## config.mk

```make
export PLATFORM = sky130hd
export DESIGN_NAME = f2i_round
export DESIGN_NICKNAME = d
export VERILOG_FILES = /design/src/rtl/f2i_round.sv
export SDC_FILE = /design/constraint.sdc
export NUM_CORES = 1
export LEC_CHECK = 0
export ABC_AREA = 1
export ABC_CLOCK_PERIOD_IN_PS = 12100
export CAP_MARGIN = 20
export CORE_AREA = 3 3 96 167
export DETAILED_ROUTE_END_ITERATION = 6
export DIE_AREA = 0 0 99 170
export PLACE_DENSITY_LB_ADDON = 0.08
export RECOVER_POWER = 50
export SYNTH_ARGS = -nofsm -noshare
export SYNTH_HDL_FRONTEND = slang
export SYNTH_SLANG_ARGS = --single-unit
export TNS_END_PERCENT = 1
```

## constraint.sdc

```tcl
create_clock -name clk -period 12.1 [get_ports clk]
set_input_delay 2.42 -clock clk [delete_from_list [all_inputs] [get_ports clk]]
set_output_delay 2.42 -clock clk [all_outputs]
set_load 0.02 [all_outputs]
```

## src/rtl/f2i_round.sv

```systemverilog
module f2i_round (
  input  logic        clk,
  input  logic        rst_n,
  input  logic        en_i,
  input  logic [31:0] fval_i,
  input  logic [1:0]  mode_i,
  output logic [31:0] res_o,
  output logic        ok_o,
  output logic        vld_o
);
  localparam int EXP_W  = 8;
  localparam int FRAC_W = 23;
  localparam int BIAS   = 127;
  localparam int SH_MAX = FRAC_W + 2;

  logic              sgn;
  logic [EXP_W-1:0]  ex;
  logic [FRAC_W-1:0] fr;
  logic [FRAC_W:0]   mant;
  logic signed [9:0] eu;
  logic signed [9:0] lsd;
  logic signed [9:0] rsd;
  logic [4:0]        rsc;
  logic [25:0]       mw;
  logic [25:0]       q;
  logic              gbit;
  logic              sticky;
  logic              inc;
  logic              is_big;
  logic              special;
  logic              too_big;
  logic              ovf;
  logic [31:0]       mag_big;
  logic [31:0]       mag;
  logic [31:0]       res_n;

  assign sgn  = fval_i[31];
  assign ex   = fval_i[30:23];
  assign fr   = fval_i[22:0];
  assign mant = {(ex != '0), fr};
  assign eu   = (ex == '0) ? (10'sd1 - 10'(BIAS)) : ($signed({2'b00, ex}) - 10'(BIAS));

  assign special = (ex == '1);
  assign too_big = (eu > 10'sd31) || ((eu == 10'sd31) && !(sgn && (fr == '0)));
  assign ovf     = special || too_big;

  assign is_big  = (eu >= 10'(FRAC_W));
  assign lsd     = eu - 10'(FRAC_W);
  assign mag_big = {8'b0, mant} << lsd;

  assign rsd = 10'(FRAC_W) - eu;
  assign rsc = (rsd > 10'(SH_MAX)) ? 5'(SH_MAX) : rsd[4:0];
  assign mw  = {2'b00, mant};
  assign q   = mw >> rsc;

  always_comb begin
    gbit   = 1'b0;
    sticky = 1'b0;
    if (rsc != 5'd0) begin
      gbit   = mw[rsc - 5'd1];
      sticky = |(mw & ((26'd1 << (rsc - 5'd1)) - 26'd1));
    end
  end

  always_comb begin
    case (mode_i)
      2'b00:   inc = gbit & (sticky | q[0]);
      2'b01:   inc = 1'b0;
      2'b10:   inc = !sgn & (gbit | sticky);
      default: inc = sgn & (gbit | sticky);
    endcase
  end

  assign mag   = is_big ? mag_big : ({6'b0, q} + {31'b0, inc});
  assign res_n = sgn ? (~mag + 32'd1) : mag;

  always_ff @(posedge clk) begin
    if (!rst_n) begin
      res_o <= '0;
      ok_o  <= 1'b0;
      vld_o <= 1'b0;
    end else begin
      vld_o <= en_i;
      ok_o  <= en_i & !ovf;
      if (en_i && !ovf) res_o <= res_n;
    end
  end
endmodule


```

==> run summary, run 1 <==
The largest fanout on the critical path is 30. The number of nets in the synthesized netlist is 1,604. The critical path in this run is classified as input pin to flop. The combinational group share of total power came out at 0.693. The tool flagged a number of max-cap violations equal to 0. The count of pins over their slew limit came out at 0. The via count came out at 10,600.

The final critical-path share of the clock period came out at 0.8895. The count of buffers added by post-CTS timing repair for setup is 0. After synthesis the netlist holds a flip-flop and latch count of 34. Summed over all failing endpoints, the final setup total negative slack is 0 ps. The number of antenna diodes in the final layout is 0. The power dissipated by switching net loads is 450.9 uW. The critical path's top delay family is simple AND/OR/NAND/NOR gates. The share of total power dissipated in the clock network is 0.153. The global-route wire length before repair came out at 51.78 mm. The clock period minus worst slack came out at 10,760 ps. From synthesis to final layout, the design area changed by 10.01%. By area the synthesized netlist is led by nand2_1 21%, nand3_1 17%, dfxtp_1 8.5%, nor2_1 8.2%, inv_1 7.2%. The count of antenna-violating nets left after detailed routing came out at 0. The longest clock path from root to sink contains 2 buffers.

The overall die height came out at 170 um. The TritonCTS buffer count is 5. The dominant register cell in the synthesized netlist is dfxtp_1. The detailed-routing iteration count for the pre-antenna-repair pass came out at 6. The number of global-route vias before repair came out at 10,100.

Summed over all instances, the cell type with the most area after synthesis is nand2_1. The cell with the largest stage delay on the worst path is clkdlybuf4s50_1. The number of placement rows is 59. The cell area power density came out at 93.76 nW/um2. For the worst-skew pair, the clock arrives at the later sink with an insertion delay of 280 ps.

The part of the Yosys area used for sequential elements came out at 0.08455. The synthesized netlist occupies a cell area of 8050 um2. The synthesized instance count is 1,552. The startpoint class of the critical path is an input pin.

The setup slack at placement is 1193 ps. The worst path meets setup with 1337 ps of slack. The pin slew with the least headroom to its limit is 1155 ps.

The worst max-slew margin expressed relative to the limit came out at 0.2298. Of the post-synthesis cell area, the dominant cell type holds 0.2084. The root buffer selected by CTS is clkbuf_16. The fraction of layout cells with a size suffix above 1 came out at 0.08682. The setup skew after layout is 0 ps. The largest net degree at the start of global routing came out at 51. TritonCTS built the clock tree. The highest achievable clock rate came out at 92.91 MHz. The floorplan die area came out at 16,830 um2. The detailed placement HPWL is 26.52 mm. The count of hold-fix buffers inserted at cts is 0. The detail-routed via count per cell came out at 6.016. The clock-pin slew on the worst setup and hold paths came out at 50 ps. The leakage component of the power is 4.541 nW.

On the worst path, the slowest cell contributes a delay of 530 ps. After the first detailed-routing iteration, the DRC count stood at 718. The largest vdd supply drop came out at 65.42 uV. Counting stages on the worst path, the most repeated cell is nand2_1. The maximum level of the CTS H-tree came out at 2. The number of I/O pins came out at 71. The setup-violating endpoint count in the final report is 0.

The required time reported for the critical path endpoint came out at 12,280 ps. Averaged over all synthesized cells, the footprint is 5.187 um2. Yosys mapped the design onto 53 distinct sky130hd cell types. The flow ran to the end, and the final reports show no timing, DRC or antenna violations.

The number of port buffers is 70. The Yosys step of the flow raised 0 warnings. The number of sinks on the clock net came out at 34.

Leaving out fill and tap cells, the most frequent cell in the layout is nand2_1. The internal power consumption came out at 379.4 uW. The library cells used most frequently in the layout, excluding fill and tap cells, are 447 x nand2_1, 275 x nand3_1, 175 x nor2_1, 155 x inv_1, 77 x o21ai_0. In the routed design, unresolved DRC markers number 0. The aggregate global-route resource usage is 0.3901.

The core area came out at 14,840 um2. The min-delay analysis places its worst path in the category flop to flop. The count of endpoints failing hold in the final timing report was 0.

The starting density of the core came out at 0.5425. The average wire per cell in the routed design is 18.83 um. Setup repair after global routing left no endpoint under its margin. The aggregate global routing overflow is 0. The total routed wirelength came out at 33.16 mm. Of the total power, the share spent switching nets is 0.5430. The async set or reset register ratio after synthesis came out at 0.

The number of cells upsized or downsized after cts is 0. The initial antenna violation count is 0. The final net count came out at 1,629. The number of synthesized flops with an enable pin is 0. At the worst endpoint, the arrival time is 10,940 ps.

STA classifies the critical path endpoint as a flop. The routability congestion estimate is 1.122. The number of buffers and inverters on the critical path is 9. The width of the die is 99 um. The portion of total power attributed to sequential cells came out at 0.154.
logic make-up (layout without fill, tap and decap cells):
kind of cell               count (synthesis)  after routing  share of synthesized area
adders and majority gates                 15             15                    0.02331
AOI/OAI and AO/OA                        195            195                     0.1383
xor gates and xnor gates                  22             22                    0.02393
buffers and inverters                    241            267                     0.1278
and+or+nand+nor                         1045           1045                     0.6021
DFF                                       34             34                    0.08455
worst reg2reg max path: stages (launching register included):
cell	delay (ps)
dfxtp_1	320
o21ai_0	90
a21o_1	220
inv_1	40
layer usage:
metal,vias to the layer above,wire length (um),global-route usage
li1,5147,-,-
met1,4651,10940,0.3727
met2,583,15790,0.6739
met3,214,2372,0.06071
met4,0,4051,0.4114
met5,-,0,0
path summary, 6_finish.rpt:
check	startpoint	endpoint	slack [ps]	depth (start not counted)
setup / recovery	fval_i[23]	res_o[24]	1340	57
hold / removal	res_o[1]	res_o[1]	480	2
setup reg to reg	res_o[13]	res_o[13]	11370	3
hold reg to reg	res_o[1]	res_o[1]	480	2
sequential cells by signal (all words and copies together) (netlist names):
| register | cells |
|---|---|
| ok_o | 1 |
| vld_o | 1 |
| res_o | 32 |
metrics by stage:
stage,power [mW],cell area (um2),util,hold slack (ps),std cells
2_1_floorplan,0.5428,8050,-,537.8,1552
3_3_place_gp,0.6861,8705,0.5866,468.1,1752
3_5_place_dp,0.6901,8705,0.5866,478.0,1752
4_1_cts,0.8198,8852,0.5966,485.2,1760
5_1_grt,0.8946,8856,0.5968,502.8,1761
6_report,0.8303,8856,0.5968,483.3,1761
Yosys cell counts, types with 2 or more instances:
| master | count |
|---|---|
| nand2_1 | 447 |
| nand3_1 | 275 |
| nor2_1 | 176 |
| inv_1 | 155 |
| o21ai_0 | 77 |
| a21oi_1 | 47 |
| dfxtp_1 | 34 |
| nand4_1 | 30 |
| clkbuf_1 | 24 |
| nand2_2 | 23 |
| nand3_2 | 22 |
| nor2_2 | 20 |
| inv_2 | 19 |
| o21ai_1 | 18 |
| xor2_1 | 17 |
| ha_1 | 15 |
| buf_2 | 14 |
| o211ai_1 | 14 |
| nor3_1 | 11 |
| nor2_4 | 10 |
| a31oi_1 | 9 |
| buf_4 | 9 |
| buf_1 | 8 |
| nand2_4 | 8 |
| nor4_1 | 6 |
| o22ai_1 | 5 |
| o31ai_1 | 5 |
| xnor2_1 | 5 |
| a211oi_1 | 4 |
| buf_6 | 4 |
| clkinv_1 | 4 |
| nor3_2 | 4 |
| or2_2 | 4 |
| nand3b_1 | 3 |
| o2111ai_1 | 3 |
| buf_8 | 2 |
| nor2_8 | 2 |
| o21a_1 | 2 |
| o21ai_2 | 2 |
| o21bai_1 | 2 |
area by class of cell:
cell class              count  area [um2]
fillers                  1611        5982
clock inverters             1       5.005
multi-input cells        1277        6351
clock buffers               7       142.6
repair buffers             81       779.5
well taps                 183       229.0
inverters                 178       668.1
flip-flops and latches     34       680.7
power groups by stage:
stage / registers [mW] / logic (mW) / clock network, mW
after CTS: 0.129 / 0.562 / 0.130
after global placement: 0.130 / 0.556 / 0
after global routing: 0.129 / 0.633 / 0.132
after detailed placement: 0.131 / 0.559 / 0
after floorplan: 0.144 / 0.399 / 0
final: 0.128 / 0.576 / 0.127
(Power assumes the default switching activity.)
==> run 2, diff against run 1 <==
--- a/config.mk
+++ b/config.mk
@@ -7,7 +7,6 @@
 export LEC_CHECK = 0
 export ABC_AREA = 1
 export ABC_CLOCK_PERIOD_IN_PS = 12100
-export CAP_MARGIN = 20
 export CORE_AREA = 3 3 96 167
 export DETAILED_ROUTE_END_ITERATION = 6
 export DIE_AREA = 0 0 99 170
==> run 2 against run 1 <==
Power decreased by 0.13%. Sequential share of layout area about the same. Routed wire length decreased by 0.14%. First-iteration DRC count decreased by 0.70%. Register-to-register slack about the same. Highest routed layer unchanged.
==> run summary, run 2 (synthesis gave the netlist of run 1 again) <==
The worst setup path is launched from an input pin. The via count came out at 10,620. The leakage component of the power is 4.540 nW.

The largest vdd supply drop came out at 65.23 uV. The starting density of the core came out at 0.5425. In the layout the commonest cells are 447 x nand2_1, 275 x nand3_1, 175 x nor2_1, 155 x inv_1, 77 x o21ai_0. The peak per-stage delay on the critical path came out at 530 ps. The setup-violating endpoint count in the final report came out at 0. The antenna diode instance count came out at 0. The count of pins over their slew limit is 0. For the final database, setup skew stands at 0 ps. At the worst endpoint, the arrival time is 10,890 ps. Setup repair after global routing left no endpoint under its margin. The iteration-0 DRC count of the detailed router is 713.

Power spread over the standard cell area amounts to 93.67 nW/um2. The buffer levels on the longest clock path came out at 2. The highest achievable clock rate is 93.37 MHz. Entering global routing, the biggest net connects 51 pins. The count of endpoints failing hold in the final timing report is 0.

The flip-flop count of the largest register, all copies and words added came out at 32. The largest fanout on the critical path came out at 30. The tightest min-delay check is of the flop to flop type. The average wire per cell in the routed design came out at 18.81 um. The clock latency of the later-clocked register in the worst-skew pair is 280 ps. The final cell area excluding filler cells came out at 8852 um2.

In the final layout, the registers with the most flip-flops are res_o: 32 flops, ok_o: 1 flops, vld_o: 1 flops. The floorplan has 59 rows. The required time reported for the critical path endpoint came out at 12,280 ps. The run finished with clean final reports. The HPWL after detailed placement is 26.52 mm.

The clock-pin slew on the worst setup and hold paths is 50 ps. The initial antenna violation count is 0. The global-route wire length before repair came out at 51.78 mm. The fraction of layout cells with a size suffix above 1 is 0.08687.

The clock network fraction of total power came out at 0.153. res_o holds more flip-flops than any other register. The final worst-path setup slack is 1390 ps. The share of total power dissipated in combinational logic is 0.693. The number of cells upsized or downsized after cts came out at 0. After detailed routing, the number of remaining DRC violations is 0.

The floorplan die area came out at 16,830 um2. The number of port buffers is 70. The placed standard-cell area is 8705 um2. The TritonCTS buffer count came out at 5. The max capacitance violation total came out at 0. Measured against its own limit, the worst slew margin works out to 0.3333. The cell type with the highest occurrence count on the critical path is nand2_1. At the end of routability-driven placement, the weighted congestion stood at 1.122. Measured along the y axis, the die boundary spans 170 um. In this run the post-CTS setup repair buffer count came out at 0. The total negative slack came out at 0 ps. From synthesis to final layout, the design area changed by 9.963%. The final critical-path share of the clock period is 0.8851.

The CTS tree is yes. The width of the die is 99 um. The detailed-routing iteration count for the pre-antenna-repair pass is 6.

The power dissipated by switching net loads is 449.9 uW. The element type at the critical path end is a flop. In the global route stage, overall resource usage came out at 0.3901.

The net switching share of the total power came out at 0.5426. The worst setup path category is input pin to flop. The count of antenna-violating nets left after detailed routing is 0. The internal power consumption came out at 379.3 uW. The slowest stage of the critical path belongs to the cell clkdlybuf4s50_1. At the pin with the least slew margin, the transition time is 996.8 ps. The number of I/O pins came out at 71. In the routed layout, each cell is associated on average with a via count of 6.031. After the last flow step, the layout net total stands at 1,628. The count of hold-fix buffers inserted at cts is 0. The total routed wirelength is 33.11 mm. The core area came out at 14,840 um2. The clock period minus worst slack came out at 10,710 ps.

The design draws 829.2 uW. The number of global-route vias before repair is 10,100. The aggregate global routing overflow came out at 0. The number of sinks on the clock net is 34.

Of the total power, registers draw 0.154. Before CTS, the worst setup slack after placement is 1193 ps. In this run the clock root is driven by a clkbuf_16. The maximum level of the CTS H-tree is 2.

The most common cell after layout, fill and taps aside is nand2_1.
==> run 2: cell types whose count changed in the layout (fill, tap and decap cells not counted), sizes merged <==
cell	change
clkdlybuf4s50	-1
dlygate4sd3	+1
clkbuf	-1
==> run 2: path summary, 6_finish.rpt <==
| check | cells after the start | slack (ps) | to | start |
|---|---|---|---|---|
| max | 57 | 1390 | res_o[24] | fval_i[23] |
| min | 2 | 490 | res_o[1] | res_o[1] |
| min reg2reg | 2 | 490 | res_o[1] | res_o[1] |
| max reg2reg | 3 | 11370 | res_o[13] | res_o[13] |
==> run 2: worst max-delay path: cells and delay by family <==
family / cells / cell delay (ps)
buffers and inverters: 9 / 1650
adders and majority gates: 7 / 1550
AOI/OAI and AO/OA: 5 / 880
and+or+nand+nor: 36 / 4360
==> run 2: final cells by class <==
class | count | area (um2)
multi-input cells | 1277 | 6351
well taps | 183 | 229.0
flip-flops and latches | 34 | 680.7
repair buffers | 80 | 775.7
fillers | 1609 | 5986
clock buffers | 7 | 142.6
inverters | 178 | 668.1
clock inverters | 1 | 5.005
==> run 2: power by group through the flow <==
stage	clock network (mW)	logic, mW	registers (mW)
2_1_floorplan	0	0.399	0.144
3_3_place_gp	0	0.556	0.130
3_5_place_dp	0	0.559	0.131
4_1_cts	0.130	0.562	0.129
5_1_grt	0.132	0.633	0.129
6_report	0.127	0.574	0.128
==> run 2: routing by layer <==
layer,up-vias,part of all wire,GRT usage
li1,5151,-,-
met1,4649,0.33,0.3727
met2,590,0.47,0.6739
met3,225,0.074,0.06071
met4,0,0.13,0.4114
met5,-,0,0
==> run 2: metrics by stage <==
step           hold WS [ps]  utilization  std cells
2_1_floorplan         537.8            -       1552
3_3_place_gp          468.1       0.5866       1752
3_5_place_dp          478.0       0.5866       1752
4_1_cts               485.2       0.5966       1760
5_1_grt               502.8       0.5966       1760
6_report              490.7       0.5966       1760
==> run 3, diff against run 2 <==
--- a/config.mk
+++ b/config.mk
@@ -6,8 +6,9 @@
 export NUM_CORES = 1
 export LEC_CHECK = 0
 export ABC_AREA = 1
-export ABC_CLOCK_PERIOD_IN_PS = 12100
+export ABC_CLOCK_PERIOD_IN_PS = 8800
 export CORE_AREA = 3 3 96 167
+export CTS_CLUSTER_SIZE = 14
 export DETAILED_ROUTE_END_ITERATION = 6
 export DIE_AREA = 0 0 99 170
 export PLACE_DENSITY_LB_ADDON = 0.08
==> constraint.sdc (replaced) <==
create_clock -name clk -period 8.8 [get_ports clk]
set_input_delay 1.76 -clock clk [delete_from_list [all_inputs] [get_ports clk]]
set_output_delay 1.76 -clock clk [all_outputs]
set_load 0.02 [all_outputs]
==> run 3 against run 2 <==
Sequential share of layout area shrank 0.37 points. Final area grew 5.0%. Combinational power grew 43%. First-iteration DRC count grew 7.2%. Sequential power grew 38%.
==> run summary, run 3 (synthesis gave the netlist of run 1 again) <==
The detailed placement HPWL is 26.83 mm. The count of endpoints failing hold in the final timing report came out at 0. The die is 170 um tall. By startpoint and endpoint, the worst setup path is classified as input pin to flop. Max-cap violations in this run came to 0. The setup-violating endpoint count in the final report is 0. The share of total power dissipated in combinational logic is 0.701. The setup skew after layout is 0 ps. The via count came out at 10,750. The startpoint class of the critical path is an input pin. The number of clock buffers added by TritonCTS is 5. The worst max-slew margin expressed relative to the limit came out at 0.3089. The required time reported for the critical path endpoint came out at 8980 ps. The number of placement rows is 59.

The global-route wire length before repair came out at 51.21 mm. The most common cell after layout, fill and taps aside is nand2_1. The number of global-route vias before repair is 10,310.

The initial antenna violation count came out at 0. The setup check on the worst reg-to-reg path leaves a slack of 8060 ps. The number of standard cells in the final layout excluding fillers came out at 1,795.

The count of pins over their slew limit is 0. The residual DRC count is 0. The detail-routed via count per cell is 5.989.

The cell that appears most often on the critical path is nand2_1. The worst register-to-register path begins at res_o[13]. The aggregate global routing overflow is 0. The critical path data arrival time came out at 8470 ps. The aggregate global-route resource usage came out at 0.3809. For this configuration, the core starts out at a cell density of 0.5425. The total routed wirelength is 33.04 mm. The largest registers in the layout are res_o: 32 flops, ok_o: 1 flops, vld_o: 1 flops. The buffer levels on the longest clock path came out at 2. The average wire per cell in the routed design came out at 18.41 um. At the pin with the least slew margin, the transition time is 1033 ps. The worst hold path startpoint is res_o[0]. The core occupancy in the finished layout came out at 0.6264. In this run the count of I/O pins placed on the die edge is 71. The largest vdd supply drop is 74.99 uV. The iteration-0 DRC count of the detailed router came out at 764. The largest fanout on the critical path came out at 9. The slowest stage of the critical path is the clkdlybuf4s50_1 cell. The clock latency of the later-clocked register in the worst-skew pair is 280 ps. The floorplan die area is 16,830 um2. The core region is 14,840 um2. The CTS tree is yes.

The largest net degree at the start of global routing is 45. The top cell types in the final layout, fill and taps aside, are 435 x nand2_1, 275 x nand3_1, 164 x nor2_1, 151 x inv_1, 76 x o21ai_0. Once layout is done, the placed cells without fillers occupy 9294 um2. The layout-stage area growth over the synthesis result is 15.45%.

Cell internal power was estimated by the tool at 547.6 uW. The flip-flop count of the largest register, all copies and words added came out at 32. The cell area power density came out at 126.5 nW/um2. The clock network fraction of total power is 0.150. The total negative slack is 0 ps. In this run, placement finished with an instance count of 1,783. The number of port buffers came out at 70. The detailed-routing iteration count for the pre-antenna-repair pass came out at 5. The detail route stage leaves a number of antenna-violating nets equal to 0.

The number of antenna diodes in the final layout is 0. The routability congestion estimate came out at 1.095. The peak per-stage delay on the critical path came out at 500 ps. The tightest min-delay check is of the flop to flop type. The number of sinks on the clock net is 34.

Subtracting the final worst setup slack from the clock period gives 8291 ps. The power dissipated by switching net loads came out at 627.6 uW. The count of hold-fix buffers inserted at cts is 0. The H-tree was split into 2 levels. The flow ran to the end, and the final reports show no timing, DRC or antenna violations. The most critical setup path has its startpoint at fval_i[24]. The final critical-path share of the clock period came out at 0.9421. res_o holds more flip-flops than any other register. For this run, the post-layout net count is 1,663. The root buffer selected by CTS is clkbuf_16. STA classifies the critical path endpoint as a flop.

The layout has 1,562 filler cells. The fraction of layout cells with a size suffix above 1 is 0.1303. Timing would allow up to 120.6 MHz.

Clock-pin slew was measured on the worst setup and hold paths at 50 ps. The placed standard-cell area is 8937 um2. The leakage component of the power is 4.775 nW. The net switching share of the total power came out at 0.5340. The width of the die came out at 99 um.

Of the total power, registers draw 0.150.
run 3: changes by cell type in the layout (fill, tap and decap cells not counted), sizes merged:
| cell | delta |
|---|---|
| clkinv | -1 |
| inv | +1 |
| clkinvlp | +1 |
| buf | +35 |
| clkdlybuf4s50 | -3 |
| dlymetal6s2s | +3 |
| clkbuf | -1 |
run 3: critical path: cells and delay by family:
family,cells,cell delay [ps]
buf+inv,10,1320
compound gates,4,680
fa+ha+maj,3,600
simple gates,41,4060
run 3: final timing paths:
path                                   to  cells after the start
worst max-delay path            res_o[31]                     58
worst min-delay path             res_o[0]                      2
worst max register to register  res_o[13]                      3
worst min register to register   res_o[0]                      2
run 3: power by group through the flow:
stage / Clock, mW / Sequential, mW / Combinational (mW)
4_1_cts: 0.178 / 0.177 / 0.786
5_1_grt: 0.182 / 0.178 / 0.904
2_1_floorplan: 0 / 0.198 / 0.548
6_report: 0.176 / 0.176 / 0.823
3_3_place_gp: 0 / 0.179 / 0.779
3_5_place_dp: 0 / 0.180 / 0.783
run 3: area by class of cell:
cell class	instances	area, um2	share of cell area
Tap cell	183	229.0	0.02464
Timing Repair Buffer	115	1054	0.1134
Multi-Input combinational cell	1277	6511	0.7006
Clock inverter	2	12.51	0.001346
Inverter	178	668.1	0.07189
Clock buffer	6	138.9	0.01494
Sequential cell	34	680.7	0.07324
run 3: routing by layer:
metal / vias to the layer above / track usage / routed length [um] / part of all wire
met5: - / 0 / 0 / 0
met4: 0 / 0.3835 / 3998 / 0.12
met3: 239 / 0.04348 / 2001 / 0.061
met2: 539 / 0.6950 / 16480 / 0.50
met1: 4759 / 0.3496 / 10560 / 0.32
li1: 5213 / - / - / -
run 3: stage by stage:
stage                     power (mW)  hold slack [ps]  setup WS, ps
after floorplan               0.7464            537.8         629.2
after global placement        0.9578            471.3         18.07
after detailed placement      0.9630            493.9        -147.0
after CTS                      1.141            505.6         150.1
after global routing           1.264            528.8        -28.03
final                          1.175            499.1         509.5
run 3: what timing repair did:
action	CTS	global route
gates resized for setup	0	53
endpoints found under the setup margin	0	24
buffers inserted	0	4
hold endpoints to repair	0	0
